--- src/rtl/lcap_pkg.sv ---
package lcap_pkg;

    // Capture controller phases
    typedef enum logic [1:0] {
        CAP_IDLE = 2'd0,
        CAP_PRE  = 2'd1,
        CAP_POST = 2'd2,
        CAP_DONE = 2'd3
    } cap_state_e;

    // Widest channel bus the comparison helper accepts
    localparam int unsigned CMP_W = 64;

    // Per-cycle acquisition event carried from pacing/trigger into the store
    typedef struct packed {
        logic strobe;
        logic hit;
    } acq_evt_t;

    // Masked equality: bits with dc=1 never cause a mismatch
    function automatic logic masked_eq(input logic [CMP_W-1:0] a,
                                       input logic [CMP_W-1:0] b,
                                       input logic [CMP_W-1:0] dc);
        return ((a ^ b) & ~dc) == '0;
    endfunction

    // Pick one edge of a synchronised signal
    function automatic logic edge_pick(input logic use_fall,
                                       input logic rise,
                                       input logic fall);
        return use_fall ? fall : rise;
    endfunction

endpackage

--- src/rtl/lcap_sync.sv ---
module lcap_sync (
    input  logic clk,
    input  logic rst,
    input  logic din,
    input  logic use_fall,
    output logic edge_hit
);
    import lcap_pkg::*;

    // sh[0], sh[1]: two-flop synchroniser; sh[2]: previous synchronised level
    logic [2:0] sh;

    always_ff @(posedge clk) begin
        if (rst) sh <= '0;
        else     sh <= {sh[1:0], din};
    end

    assign edge_hit = edge_pick(use_fall, sh[1] & ~sh[2], ~sh[1] & sh[2]);

    // a detected edge never repeats on the next cycle
    a_r3_edge_gap: assert property (@(posedge clk) disable iff (rst)
        (edge_hit && !use_fall && sh[1]) |=> !edge_hit);

endmodule

--- src/rtl/lcap_pace.sv ---
module lcap_pace #(
    parameter int DIV_W = 8
) (
    input  logic             clk,
    input  logic             rst,
    input  logic             restart,
    input  logic             state_mode,
    input  logic             ext_edge,
    input  logic [DIV_W-1:0] div,
    output logic             strobe
);
    logic [DIV_W-1:0] cnt;
    logic             tick;

    // >= keeps the divider from running away if div is lowered mid-count
    assign tick = (cnt >= div);

    always_ff @(posedge clk) begin
        if (rst || restart) cnt <= '0;
        else if (tick)      cnt <= '0;
        else                cnt <= cnt + DIV_W'(1);
    end

    assign strobe = state_mode ? ext_edge : tick;

    // with a non-zero divide value two ticks are never adjacent
    a_r2_tick_gap: assert property (@(posedge clk) disable iff (rst)
        (tick && div != '0 && !restart) |=> !tick);

endmodule

--- src/rtl/lcap_trig.sv ---
module lcap_trig #(
    parameter int CH_W = 8
) (
    input  logic            clk,
    input  logic            rst,
    input  logic            arm,
    input  logic            listen,
    input  logic            use_ext,
    input  logic            ext_edge,
    input  logic [CH_W-1:0] sample,
    input  logic [CH_W-1:0] ref_word,
    input  logic [CH_W-1:0] dc_mask,
    output logic            hit
);
    import lcap_pkg::*;

    logic pend;   // external edge seen while armed, waiting for a sample

    always_ff @(posedge clk) begin
        if (rst || arm)                          pend <= 1'b0;
        else if (listen && use_ext && ext_edge)  pend <= 1'b1;
    end

    always_comb begin
        if (use_ext) hit = pend | ext_edge;
        else         hit = masked_eq(CMP_W'(sample), CMP_W'(ref_word), CMP_W'(dc_mask));
    end

    // a pending external event survives until the next arm
    a_r5_pend_sticky: assert property (@(posedge clk) disable iff (rst)
        (pend && !arm) |=> pend);

endmodule

--- src/rtl/lcap_store.sv ---
module lcap_store #(
    parameter int CH_W = 8,
    parameter int AW   = 4
) (
    input  logic            clk,
    input  logic            rst,
    input  logic            arm,
    input  lcap_pkg::acq_evt_t ev,
    input  logic [CH_W-1:0] sample,
    input  logic [AW-1:0]   post_len,
    input  logic [AW-1:0]   rd_addr,
    output logic [CH_W-1:0] rd_data,
    output logic            rd_valid,
    output logic [AW-1:0]   trig_addr,
    output logic            done,
    output logic            listen
);
    import lcap_pkg::*;

    localparam int DEPTH = 1 << AW;

    cap_state_e      st;
    logic [AW-1:0]   wptr;
    logic [AW-1:0]   left;
    logic [DEPTH-1:0] vld;
    logic [CH_W-1:0] mem [DEPTH];
    logic            wr_en;

    assign wr_en  = ev.strobe && (st == CAP_PRE || st == CAP_POST);
    assign listen = (st == CAP_PRE);
    assign done   = (st == CAP_DONE);

    always_ff @(posedge clk) begin
        if (rst) begin
            st        <= CAP_IDLE;
            wptr      <= '0;
            left      <= '0;
            vld       <= '0;
            trig_addr <= '0;
        end else if (arm) begin
            st   <= CAP_PRE;
            wptr <= '0;
            left <= '0;
            vld  <= '0;
        end else if (wr_en) begin
            vld[wptr] <= 1'b1;
            wptr      <= wptr + AW'(1);
            if (st == CAP_PRE) begin
                if (ev.hit) begin
                    trig_addr <= wptr;
                    left      <= post_len;
                    st        <= (post_len == '0) ? CAP_DONE : CAP_POST;
                end
            end else begin
                left <= left - AW'(1);
                if (left == AW'(1)) st <= CAP_DONE;
            end
        end
    end

    // Sample storage: no reset, validity is tracked in vld
    always_ff @(posedge clk) begin
        if (!rst && !arm && wr_en) mem[wptr] <= sample;
    end

    assign rd_data  = mem[rd_addr];
    assign rd_valid = vld[rd_addr];

    // each stored sample advances the write address by one
    a_r1_wptr_step: assert property (@(posedge clk) disable iff (rst)
        (wr_en && !arm) |=> (wptr == $past(wptr) + AW'(1)));

    // once complete the buffer is frozen until re-armed
    a_r6_frozen: assert property (@(posedge clk) disable iff (rst)
        (done && !arm) |=> (done && $stable(wptr) && $stable(vld)));

    // the trigger address only moves while looking for a trigger
    a_r7_trig_hold: assert property (@(posedge clk) disable iff (rst)
        (st != CAP_PRE) |=> $stable(trig_addr));

    // arming empties the buffer bookkeeping
    a_r8_arm_clear: assert property (@(posedge clk) disable iff (rst)
        arm |=> (vld == '0 && wptr == '0 && !done));

endmodule

--- src/rtl/lcap_engine.sv ---
module lcap_engine #(
    parameter int CH_W  = 8,
    parameter int AW    = 4,
    parameter int DIV_W = 8
) (
    input  logic             clk,
    input  logic             rst,
    input  logic [CH_W-1:0]  probe_in,
    input  logic             ext_clk_in,
    input  logic             ext_trig_in,
    input  logic             arm,
    input  logic             mode_state,
    input  logic             edge_fall,
    input  logic             trig_ext_sel,
    input  logic [DIV_W-1:0] rate_div,
    input  logic [CH_W-1:0]  trig_word,
    input  logic [CH_W-1:0]  trig_dc,
    input  logic [AW-1:0]    post_len,
    input  logic [AW-1:0]    rd_addr,
    output logic [CH_W-1:0]  rd_data,
    output logic             rd_valid,
    output logic [AW-1:0]    trig_addr,
    output logic             done
);
    import lcap_pkg::*;

    logic     clk_edge;
    logic     trg_edge;
    logic     listen;
    acq_evt_t ev;

    lcap_sync u_clk_sync (
        .clk      (clk),
        .rst      (rst),
        .din      (ext_clk_in),
        .use_fall (edge_fall),
        .edge_hit (clk_edge)
    );

    lcap_sync u_trg_sync (
        .clk      (clk),
        .rst      (rst),
        .din      (ext_trig_in),
        .use_fall (1'b0),
        .edge_hit (trg_edge)
    );

    lcap_pace #(.DIV_W(DIV_W)) u_pace (
        .clk        (clk),
        .rst        (rst),
        .restart    (arm),
        .state_mode (mode_state),
        .ext_edge   (clk_edge),
        .div        (rate_div),
        .strobe     (ev.strobe)
    );

    lcap_trig #(.CH_W(CH_W)) u_trig (
        .clk      (clk),
        .rst      (rst),
        .arm      (arm),
        .listen   (listen),
        .use_ext  (trig_ext_sel),
        .ext_edge (trg_edge),
        .sample   (probe_in),
        .ref_word (trig_word),
        .dc_mask  (trig_dc),
        .hit      (ev.hit)
    );

    lcap_store #(.CH_W(CH_W), .AW(AW)) u_store (
        .clk       (clk),
        .rst       (rst),
        .arm       (arm),
        .ev        (ev),
        .sample    (probe_in),
        .post_len  (post_len),
        .rd_addr   (rd_addr),
        .rd_data   (rd_data),
        .rd_valid  (rd_valid),
        .trig_addr (trig_addr),
        .done      (done),
        .listen    (listen)
    );

endmodule

--- config.mk ---
export PLATFORM = sky130hd
export DESIGN_NAME = lcap_engine
export DESIGN_NICKNAME = d
export VERILOG_FILES = /design/src/rtl/lcap_pkg.sv /design/src/rtl/lcap_sync.sv /design/src/rtl/lcap_pace.sv /design/src/rtl/lcap_trig.sv /design/src/rtl/lcap_store.sv /design/src/rtl/lcap_engine.sv
export SDC_FILE = /design/constraint.sdc
export NUM_CORES = 1
export LEC_CHECK = 0
export BUFFER_PORTS_ARGS = -buffer_cell sky130_fd_sc_hd__buf_2
export CORE_MARGIN = 1.5
export CORE_UTILIZATION = 50
export CTS_CLUSTER_DIAMETER = 80
export DETAILED_ROUTE_END_ITERATION = 8
export GPL_ROUTABILITY_DRIVEN = 1
export GPL_TIMING_DRIVEN = 0
export MAX_ROUTING_LAYER = met4
export PLACE_DENSITY = 0.76
export SLEW_MARGIN = 20
export SYNTH_ARGS = -nofsm -noshare
export SYNTH_HDL_FRONTEND = slang
export SYNTH_HIERARCHICAL = 1
export SYNTH_SLANG_ARGS = --single-unit
--- constraint.sdc ---
create_clock -name clk -period 5.4 [get_ports clk]
set_input_delay 1.08 -clock clk [delete_from_list [all_inputs] [get_ports clk]]
set_output_delay 1.08 -clock clk [all_outputs]
set_load 0.005 [all_outputs]
==> metrics.md, run 1 <==
| Metric | Value |
|---|---|
| Post-synth EDFFs | 128 |
| Commonest non-fill, non-tap cells in the layout | edfxtp_1, buf_2, dfxtp_1 |
| Vias in the first global route | 4162 |
| Slowest CP cell | clkbuf_1 |
| Total Routing Usage GR | 21.4% |
| Max Cap Violations | 0 |
| CP Cell Sequence | clkbuf_8 > clkbuf_1 > mux4_2 > a22oi_1 > nand2_1 > buf_2 |
| Class of the worst hold path | flip-flop to flip-flop |
| DR pass1 iterations | 5 |
| Final setup fails | 0 |
| Placer Congestion | 0.838 |
| Delay-heaviest family, CP | buffers and inverters |
| Pin count of the biggest net entering global routing | 18 |
| Req. time, crit path | 4.32 ns |
| WL per Instance | 20.0 um |
| Final hold violation count | 0 |
| Vias per inst | 5.68 |
| Tightest Pin Transition | 0.949 ns |
| Ys flop type | edfxtp_1 |
| CP Depth | 6 |
| Mux cell area share after synthesis | 12.7% |
| Adder-cell area share of the yosys netlist | 3.14% |
| CP Capture Type | output port |
| Inserted Clock Buffers | 17 |
| Synth cell types | 46 |
| Mean Syn Cell Area | 15.9 sq um |
| Post-CTS sizing | 0 |
| Main combinational cell family by area after synthesis | multiplexers |
| Global route overflow | 0 |
| Final Routed Wirelength | 14500 um |
| Reg clk slew, reported paths | 0.06 ns |
| Die Y | 123 um |
| Initial drt markers | 328 |
| IO Count | 62 |
| Synth area leader | edfxtp_1 |
| Skew-Pair Late Insertion Delay | 0.42 ns |
| TNS Setup | 0 ns |
| Cells after Synth | 453 |
| Async S/R FF share, synth | 0% |
| Final nets | 598 |
| YS warnings | 6 |
| Crit path buffers/inverters | 3 |
| Crit path arrival time | 2.71 ns |
| Slew Viols, Final | 0 |
| Vias | just over 4000 |
| Post-DP HPWL | 9550 um |
| Die area | 0.0151 sq mm |
| Post-place instance area | just under 0.008 sq mm |
| Slew HR | between 30% and 40% |
| Root Driver | clkbuf_16 |
| Post-synthesis xor/xnor area fraction | 2.07% |
| Share of layout cells above drive strength 1 | 23.7% |
| Period Utilization, post-route | 70.2% |
| Crit start category | input port |
| Most common cell after layout, fill and taps aside | edfxtp_1 |
| DIE WIDTH | 123 um |
| Core Rows | 43 |
| Final Cell Area | 0.00833 sq mm |
| Core Area | 0.0139 sq mm |
| Largest cells by area after synthesis | edfxtp_1, dfxtp_1, mux4_2 |
| Yosys reg bits | 173 |
| Setup Buffers After CTS | 0 |
| Ant diodes | 0 |
| Synth Area in Compound Gates | around 6.6% |
| Core Util, Final | 59.8% |
| Worst stage delay on the critical path | 0.53 ns |
| Area grow syn2layout | 16.0% |
| Clock Sinks | roughly 170 |
| Initial antenna violation count | 0 |
| RSZ-0062 raised after global routing | no |
| Fmax achieved | 264 MHz |
| Share of the synthesized area in the top cell type | 53.5% |
| Clock Skews | 0.00842 ns |
| Pwr Total | 2.81 mW |
| Cell depth of the worst hold path | 1 |
| VDD IR max | 0.242 mV |
| Crit path max fanout | 10 |
| Hold buffer count at cts | 0 |
| Post-Synth Simple-Gate Area | 6.78% |
| Critical path class | input port to output port |
| Cell leakage power | 3.14 nW |
| DRC violations left | 0 |
| Status | complete, no violations |
| CTS tree | done |
| Cell Pwr Density | 337 mW/mm^2 |
| Register area share after synthesis | 66.1% |
| H-tree Lvls | 4 |
| Depth of the worst register-to-register path | 9 |
| Min cycle time layout | roughly 3.8 ns |
| PortBufs | between 50 and 60 |
| CTS max path bufs | 2 |
| First-pass GRT wire length | 22400 um |
| Mapped Area | approximately 0.0072 sq mm |
| Initial core utilization | between 50% and 60% |
| Antenna Nets Post-Route | 0 |
layer usage:
| layer | wire (um) | vias up | track usage, % |
|---|---|---|---|
| li1 | - | 1902 | - |
| met3 | 843 | 15 | 5.25 |
| met2 | 7130 | 138 | 33.9 |
| met4 | 234 | 0 | 7.19 |
| met1 | 6260 | 2065 | 27.1 |
| met5 | 0 | - | - |
synthesized netlist by cell type (9+ instances only):
cell type,count
nor2_1,41
a21oi_1,9
a22oi_1,19
mux4_2,22
nand2_1,21
inv_1,14
a21o_1,16
ha_1,18
mux4_1,14
xnor2_1,13
edfxtp_1,128
dfxtp_1,45
nor2b_1,10
stage by stage:
stage | std cells | hold WS, ns | setup slack, ns
after floorplan | 454 | 0.414 | 1.83
after CTS | 725 | 0.440 | 1.61
after detailed placement | 693 | 0.426 | 1.25
after global placement | 693 | 0.424 | 0.998
final | 725 | 0.438 | 1.61
after global routing | 725 | 0.464 | 1.44
registers in the layout, summed over array words and instances (netlist names):
| signal | count |
|---|---|
| u_store/trig_addr | 4 |
| u_trg_sync/sh | 3 |
| u_trig/pend | 1 |
| u_store/mem | 128 |
| u_pace/cnt | 8 |
| u_store/wptr | 4 |
| u_store/st | 2 |
| u_clk_sync/sh | 3 |
| u_store/vld | 16 |
| u_store/left | 4 |
layout make-up:
cell class	instances	area, sq um
clock buffers	24	472
plain buffers	18	134
fillers	1049	5610
well taps	180	225
inverters	14	52.6
multi-input cells	249	2270
flip-flops and latches	173	4740
clock inverters	8	130
repair buffers	59	295
path summary, 6_finish.rpt:
| check | from | endpoint | slack (ns) |
|---|---|---|---|
| setup / recovery | rd_addr[1] | rd_data[2] | 1.61 |
| hold / removal | u_trg_sync/sh[0] | u_trg_sync/sh[1] | 0.44 |
| setup reg to reg | u_pace/cnt[5] | u_store/mem[14][0] | 2.10 |
| hold reg to reg | u_trg_sync/sh[0] | u_trg_sync/sh[1] | 0.44 |
kinds of logic (layout without fill, tap and decap cells):
family | count (synthesis) | in the layout
flops | 173 | 173
compound gates | 66 | 66
buf+inv | 32 | 123
simple gates | 105 | 105
other cells | 1 | 2
fa+ha+maj | 18 | 18
xor+xnor | 17 | 17
mux | 41 | 41
power breakdown:
part	switching [mW]	internal, mW	total, mW	leakage (nW)
registers	0.00256	1.43	1.43	1.51
logic	0.0815	0.0649	0.146	1.33
clock network	0.475	0.756	1.23	0.293
No activity file was read; power rests on OpenSTA's default activity.
==> inputs of run 2 (changes only) <==
--- a/config.mk
+++ b/config.mk
@@ -5,6 +5,7 @@
 export SDC_FILE = /design/constraint.sdc
 export NUM_CORES = 1
 export LEC_CHECK = 0
+export ABC_AREA = 1
 export BUFFER_PORTS_ARGS = -buffer_cell sky130_fd_sc_hd__buf_2
 export CORE_MARGIN = 1.5
 export CORE_UTILIZATION = 50
@@ -13,7 +14,7 @@
 export GPL_ROUTABILITY_DRIVEN = 1
 export GPL_TIMING_DRIVEN = 0
 export MAX_ROUTING_LAYER = met4
-export PLACE_DENSITY = 0.76
+export PLACE_DENSITY = 0.75
 export SLEW_MARGIN = 20
 export SYNTH_ARGS = -nofsm -noshare
 export SYNTH_HDL_FRONTEND = slang
==> constraint.sdc (replaced) <==
create_clock -name clk -period 3.8 [get_ports clk]
set_input_delay 0.76 -clock clk [delete_from_list [all_inputs] [get_ports clk]]
set_output_delay 0.76 -clock clk [all_outputs]
set_load 0.005 [all_outputs]
==> metrics.md, run 2 <==
| Metric | Value |
|---|---|
| Status | complete, no violations |
| Area grow syn2layout | 15.3% |
| Tightest Pin Transition | 0.826 ns (-0.123 ns) |
| Mean Syn Cell Area | 9.04 sq um (-43%) |
| Global route overflow | 0 (unchanged) |
| Core Rows | 46 (+7.0%) |
| Depth of the worst register-to-register path | 12 (+3) |
| Slew Viols, Final | 0 (unchanged) |
| Post-synth EDFFs | 128 (unchanged) |
| Ant diodes | 0 (unchanged) |
| Antenna Nets Post-Route | 0 (unchanged) |
| Cells after Synth | 892 (+97%) |
| Register area share after synthesis | 58.9% (-7.2 points) |
| Die area | 0.0169 sq mm (+12%) |
| CTS tree | done |
| Reg clk slew, reported paths | 0.07 ns (about the same) |
| Synth area leader | edfxtp_1 |
| Vias | 6037 (+47%) |
| CTS max path bufs | 2 (unchanged) |
| Max Cap Violations | 0 (unchanged) |
| Final nets | 1035 (+73%) |
| Vias in the first global route | 5619 (+35%) |
| Ys flop type | edfxtp_1 |
| CP Capture Type | flip-flop |
| Async S/R FF share, synth | 0% (unchanged) |
| Slew HR | 44.7% (+8.2 points) |
| Total Routing Usage GR | 24.9% (+3.5 points) |
| Critical path class | input port to flip-flop |
| Final Routed Wirelength | 19200 um (+33%) |
| Commonest non-fill, non-tap cells in the layout | nand2_1, inv_1, edfxtp_1 |
| Crit path max fanout | 8 (-2) |
| Largest cells by area after synthesis | edfxtp_1, nand2_1, dfxtp_1 |
| VDD IR max | 0.309 mV (+28%) |
| PortBufs | 57 (-3.4%) |
| Fmax achieved | 335 MHz |
| DRC violations left | 0 (unchanged) |
| H-tree Lvls | 4 (unchanged) |
| Initial core utilization | 50.9% (-0.60 points) |
| Setup Buffers After CTS | 0 (unchanged) |
| Yosys reg bits | 173 (unchanged) |
| Share of layout cells above drive strength 1 | 13.1% (-11 points) |
| Regs by FF count | u_store/mem (128), u_store/vld (16), u_pace/cnt (8) |
| RSZ-0062 raised after global routing | no |
| Cell Pwr Density | 455 mW/mm^2 (+35%) |
| Synth cell types | 34 (-26%) |
| Inserted Clock Buffers | 17 (unchanged) |
| Final hold violation count | 0 (unchanged) |
| YS warnings | 6 (unchanged) |
| Share of the synthesized area in the top cell type | 47.7% (-5.8 points) |
| Core Area | 0.0158 sq mm (+14%) |
| Pin count of the biggest net entering global routing | 19 (+1) |
| WHS | 0.403 ns (-0.0345 ns) |
| TNS Setup | 0 ns (unchanged) |
| Initial drt markers | 516 (+57%) |
| Min cycle time layout | 2.98 ns |
| Class of the worst hold path | flip-flop to flip-flop |
| WL per Instance | 16.0 um (-20%) |
| Most common cell after layout, fill and taps aside | nand2_1 |
| Period Utilization, post-route | 78.5% |
| Post-synth top cells | nand2_1, inv_1, edfxtp_1 |
| Skew-Pair Late Insertion Delay | 0.43 ns (about the same) |
| Initial antenna violation count | 0 (unchanged) |
| Placer Congestion | 0.925 (+10%) |
| Crit start category | input port |
| Vias per inst | 5.04 (-11%) |
| Root Driver | clkbuf_16 |
| Top-count cell post-synth | nand2_1 |
| Post-DP HPWL | 13000 um (+36%) |
| IO Count | 62 (unchanged) |
| Die Y | 130 um (+5.8%) |
| Max reg flops | 128 (unchanged) |
| Mapped Area | 0.00806 sq mm (+12%) |
| Clock Skews | 0.00933 ns (+0.000910 ns) |
| Req. time, crit path | 3.86 ns (-0.46 ns) |
| Cell leakage power | 4.15 nW (+32%) |
| Top reg by flops | u_store/mem |
| Cell depth of the worst hold path | 2 (+1) |
| Final setup fails | 0 (unchanged) |
| Hold buffer count at cts | 0 (unchanged) |
| DIE WIDTH | 130 um (+5.8%) |
| Crit path arrival time | 3.05 ns (+0.34 ns) |
| DR pass1 iterations | 8 (+3) |
| Post-CTS sizing | 0 (unchanged) |
| Clock Sinks | 173 (unchanged) |
| First-pass GRT wire length | 29600 um (+32%) |
## run 2: cell types whose count changed in the layout (fill, tap and decap cells not counted), moves of 8 or more
cell      change
a22oi_1      -19
o21ai_0      +10
o22ai_1      +12
xnor2_1      -10
clkbuf_1      -8
nor2_1       +18
mux4_2       -22
nand3_1     +118
inv_1       +154
mux4_1       -14
a21o_1       -15
nor2b_1      -10
nand2_1     +228
## run 2: final timing paths
path	startpoint	end	slack (ns)
worst min-delay path	u_trg_sync/sh[0]	u_trg_sync/sh[1]	0.40
worst min register to register	u_trg_sync/sh[0]	u_trg_sync/sh[1]	0.40
worst max-delay path	rate_div[7]	u_store/mem[4][5]	0.82
worst max register to register	u_pace/cnt[0]	u_store/mem[4][5]	0.88
## run 2: per-layer routing
metal | GRT usage (%) | wire length (um) | vias up
met5 | - | 0 | -
met4 | 12.1 | 647 | 0
met3 | 3.94 | 1200 | 42
met2 | 40.0 | 9150 | 221
met1 | 30.9 | 8200 | 2778
li1 | - | - | 2996
## run 2: metrics by stage
| step | total power, mW | util, % | std cells | worst slack, ns | area, sq um |
|---|---|---|---|---|---|
| after floorplan | 2.23 | - | 893 | 1.06 | 8070 |
| after global routing | 4.35 | 58.7 | 1198 | 0.580 | 9300 |
| after CTS | 4.25 | 58.7 | 1198 | 0.813 | 9300 |
| final | 4.23 | 58.7 | 1198 | 0.817 | 9300 |
| after global placement | 2.36 | 54.5 | 1166 | 0.386 | 8620 |
| after detailed placement | 2.36 | 54.5 | 1166 | 0.386 | 8620 |
## run 2: cell families (layout without fill, tap and decap cells)
family          count (synthesis)  count (layout)  share of synthesized area, %
simple gates                  447             447                          23.6
buf+inv                       200             289                          10.7
flops                         173             173                          58.9
compound gates                 47              47                          3.41
fa+ha+maj                      18              18                          2.79
xor+xnor                        6               6                         0.652
other cells                     1               2                        0.0465
## run 2: where the power goes
group	total, mW	switching (mW)	internal [mW]
clock network	1.91	0.723	1.19
registers	2.03	0.00352	2.03
logic	0.289	0.193	0.0960
## run 2: critical path, stage by stage
cell     delay, ns
buf_2         0.07
inv_1         0.03
ha_1          0.28
nand2_1       0.07
nor2_1        0.13
nand2_1       0.11
nand3_1       0.10
nand2_1       0.05
nand2_1       0.09
nand2_1       0.14
nor2_1        0.22
nand2_1       0.31
nor2_1        0.67
## run 2: area by class of cell
class	count	area (sq um)
Buffer	28	206
Clock buffer	23	564
Clock inverter	9	111
Fill cell	1379	6530
Inverter	172	653
Multi-Input combinational cell	520	2460
Sequential cell	173	4740
Tap cell	216	270
Timing Repair Buffer	57	285
==> inputs of run 3 (changes only) <==
--- a/config.mk
+++ b/config.mk
@@ -14,7 +14,7 @@
 export GPL_ROUTABILITY_DRIVEN = 1
 export GPL_TIMING_DRIVEN = 0
 export MAX_ROUTING_LAYER = met4
-export PLACE_DENSITY = 0.75
+export PLACE_DENSITY = 0.78
 export SLEW_MARGIN = 20
 export SYNTH_ARGS = -nofsm -noshare
 export SYNTH_HDL_FRONTEND = slang
==> constraint.sdc (replaced) <==
create_clock -name clk -period 2.6 [get_ports clk]
set_input_delay 0.52 -clock clk [delete_from_list [all_inputs] [get_ports clk]]
set_output_delay 0.52 -clock clk [all_outputs]
set_load 0.005 [all_outputs]
==> metrics.md, run 3 (synthesis results as in run 2) <==
| Metric | Value |
|---|---|
| Cell Pwr Density | 606 mW/mm^2 (+33%) |
| WL per Instance | 16.2 um (+1.4%) |
| Clock Skews | 0.0128 ns (+0.00352 ns) |
| Core Rows | 46 (unchanged) |
| Share of layout cells above drive strength 1 | 15.7% (+2.5 points) |
| Inserted Clock Buffers | 17 (unchanged) |
| Final setup fails | 0 (unchanged) |
| Crit start category | flip-flop |
| Fmax achieved | 426 MHz |
| PortBufs | 57 (unchanged) |
| DR pass1 iterations | 7 (-1) |
| Hold buffer count at cts | 0 (unchanged) |
| Core Util, Final | 60.0% (+1.3 points) |
| Comb pwr share | 7.4% (+0.6 points) |
| Final worst setup slack | 0.251 ns (-0.565 ns) |
| Total Routing Usage GR | 25.0% (+0.14 points) |
| H-tree Lvls | 4 (unchanged) |
| TNS Setup | 0 ns (unchanged) |
| VDD IR max | 0.504 mV (+63%) |
| WHS | 0.292 ns (-0.111 ns) |
| Critical path class | flip-flop to flip-flop |
| Placer Congestion | 0.882 (-4.6%) |
| Vias | 6290 (+4.2%) |
| Vias per inst | 5.21 (+3.4%) |
| Initial core utilization | 50.9% (unchanged) |
| Commonest non-fill, non-tap cells in the layout | nand2_1, inv_1, edfxtp_1 |
| CTS max path bufs | 2 (unchanged) |
| Initial drt markers | 663 (+28%) |
| Status | complete, no violations |
| Max reg flops | 128 (unchanged) |
| Slowest CP cell | dfxtp_1 |
| Skew-Pair Late Insertion Delay | 0.43 ns (about the same) |
| Area grow syn2layout | 17.8% |
| Die area | 0.0169 sq mm (unchanged) |
| Post-Place Setup Slack | -0.644 ns (-1.03 ns) |
| Die Y | 130 um (unchanged) |
| Psw | 1.31 mW (+42%) |
| Slew Viols, Final | 0 (unchanged) |
| Final hold violation count | 0 (unchanged) |
| Post-DP HPWL | 12800 um (-1.6%) |
| CP most frequent cell | nand2_1 |
| Worst stage delay on the critical path | 0.32 ns (-0.35 ns) |
| Pin count of the biggest net entering global routing | 19 (unchanged) |
| Period Utilization, post-route | roughly nine tenths |
| Min cycle time layout | 2.35 ns |
| Reg clk slew, reported paths | 0.06 ns (about the same) |
| Final nets | 1043 (+0.77%) |
| Crit path arrival time | 2.45 ns (-0.60 ns) |
| Regs by FF count | u_store/mem (128), u_store/vld (16), u_pace/cnt (8) |
| Global route overflow | 0 (unchanged) |
| Class of the worst hold path | input port to flip-flop |
| Sw frac | 22.7% (+0.98 points) |
| First-pass GRT wire length | 29900 um (+0.93%) |
| Clock power frac | 41.0% (-4.1 points) |
| CP Capture Type | flip-flop |
| Slew HR | 59.7% (+15 points) |
| Antenna Nets Post-Route | 0 (unchanged) |
| Max Cap Violations | 0 (unchanged) |
| Crit path max fanout | 8 (unchanged) |
| Most common cell after layout, fill and taps aside | nand2_1 |
| Cell leakage power | 4.19 nW (+0.88%) |
| CTS tree | done |
| Post-place instance area | 0.00862 sq mm (unchanged) |
| Initial antenna violation count | 1 (+1) |
| IO Count | 62 (unchanged) |
| Core Area | 0.0158 sq mm (unchanged) |
| Pint | 4.45 mW (+34%) |
| Final Routed Wirelength | 19600 um (+2.1%) |
| Top reg by flops | u_store/mem |
| CP Cell Sequence | ha_1 > nand2_1 > nor2_1 > nand2_1 > nand3_1 > nand2_1 > nand2_1 > inv_1 > nor2_4 > nand3_4 > nor2_4 |
| Tightest Pin Transition | 0.605 ns (-0.221 ns) |
| Vias in the first global route | 5702 (+1.5%) |
| DRC violations left | 0 (unchanged) |
| Req. time, crit path | 2.70 ns (-1.16 ns) |
| Final Cell Area | 0.00950 sq mm (+2.2%) |
| DIE WIDTH | 130 um (unchanged) |
| Clock Sinks | 173 (unchanged) |
| Seq pwr share | 51.6% (+3.6 points) |
| Root Driver | clkbuf_16 |
## run 3: cell types whose count changed in the layout (fill, tap and decap cells not counted), sizes merged
cell      change
buf           +8
clkinv        +3
bufinv        -2
clkbuf        -1
clkinvlp      +1
diode         +1
inv           -1
## run 3: cell type report
cell class                 instances  area (sq um)
timing repair buffer              65           445
clock inverter                    10          58.8
clock buffer                      22           495
fill                            1268          6330
inverter                         172           653
multi-input combinational        520          2620
sequential                       173          4740
tap                              216           270
antenna                            1          2.50
buffer                            28           206
## run 3: critical path, delay by kind of cell, from the launching register on
kind	cells	cell delay, ns
adders and majority gates	1	0.30
buffers and inverters	1	0.08
DFF	1	0.32
and+or+nand+nor	9	1.31
## run 3: path summary, 6_finish.rpt
path	start	to	slack, ns	depth (start not counted)
hold reg to reg	u_trg_sync/sh[0]	u_trg_sync/sh[1]	0.40	2
hold / removal	ext_clk_in	u_clk_sync/sh[0]	0.29	3
setup / recovery	u_pace/cnt[7]	u_store/mem[7][4]	0.25	11
setup reg to reg	u_pace/cnt[7]	u_store/mem[7][4]	0.25	11
## run 3: repair_timing
item,CTS,global route
resized for setup,18,24
pin swaps,0,14
setup buffers,0,8
setup endpoints to repair,128,128
hold endpoints to repair,0,0
## run 3: per-stage QoR
step / instances / power, mW
2_1_floorplan: 893 / 3.27
3_3_place_gp: 1166 / 3.44
3_5_place_dp: 1166 / 3.45
4_1_cts: 1198 / 5.77
5_1_grt: 1207 / 5.93
6_report: 1207 / 5.76
## run 3: power groups by stage
| stage | logic (mW) | clock network [mW] | registers, mW |
|---|---|---|---|
| 2_1_floorplan | 0.235 | 0 | 3.03 |
| 3_3_place_gp | 0.406 | 0 | 3.03 |
| 3_5_place_dp | 0.415 | 0 | 3.03 |
| 4_1_cts | 0.417 | 2.38 | 2.97 |
| 5_1_grt | 0.470 | 2.49 | 2.97 |
| 6_report | 0.427 | 2.36 | 2.97 |
## run 3: routing by layer
layer / wire [um] / global-route usage, % / vias to the layer above
li1: - / - / 3016
met3: 2020 / 4.80 / 55
met5: 0 / - / -
met4: 721 / 12.0 / 0
met1: 7840 / 31.9 / 2859
met2: 9030 / 38.7 / 360
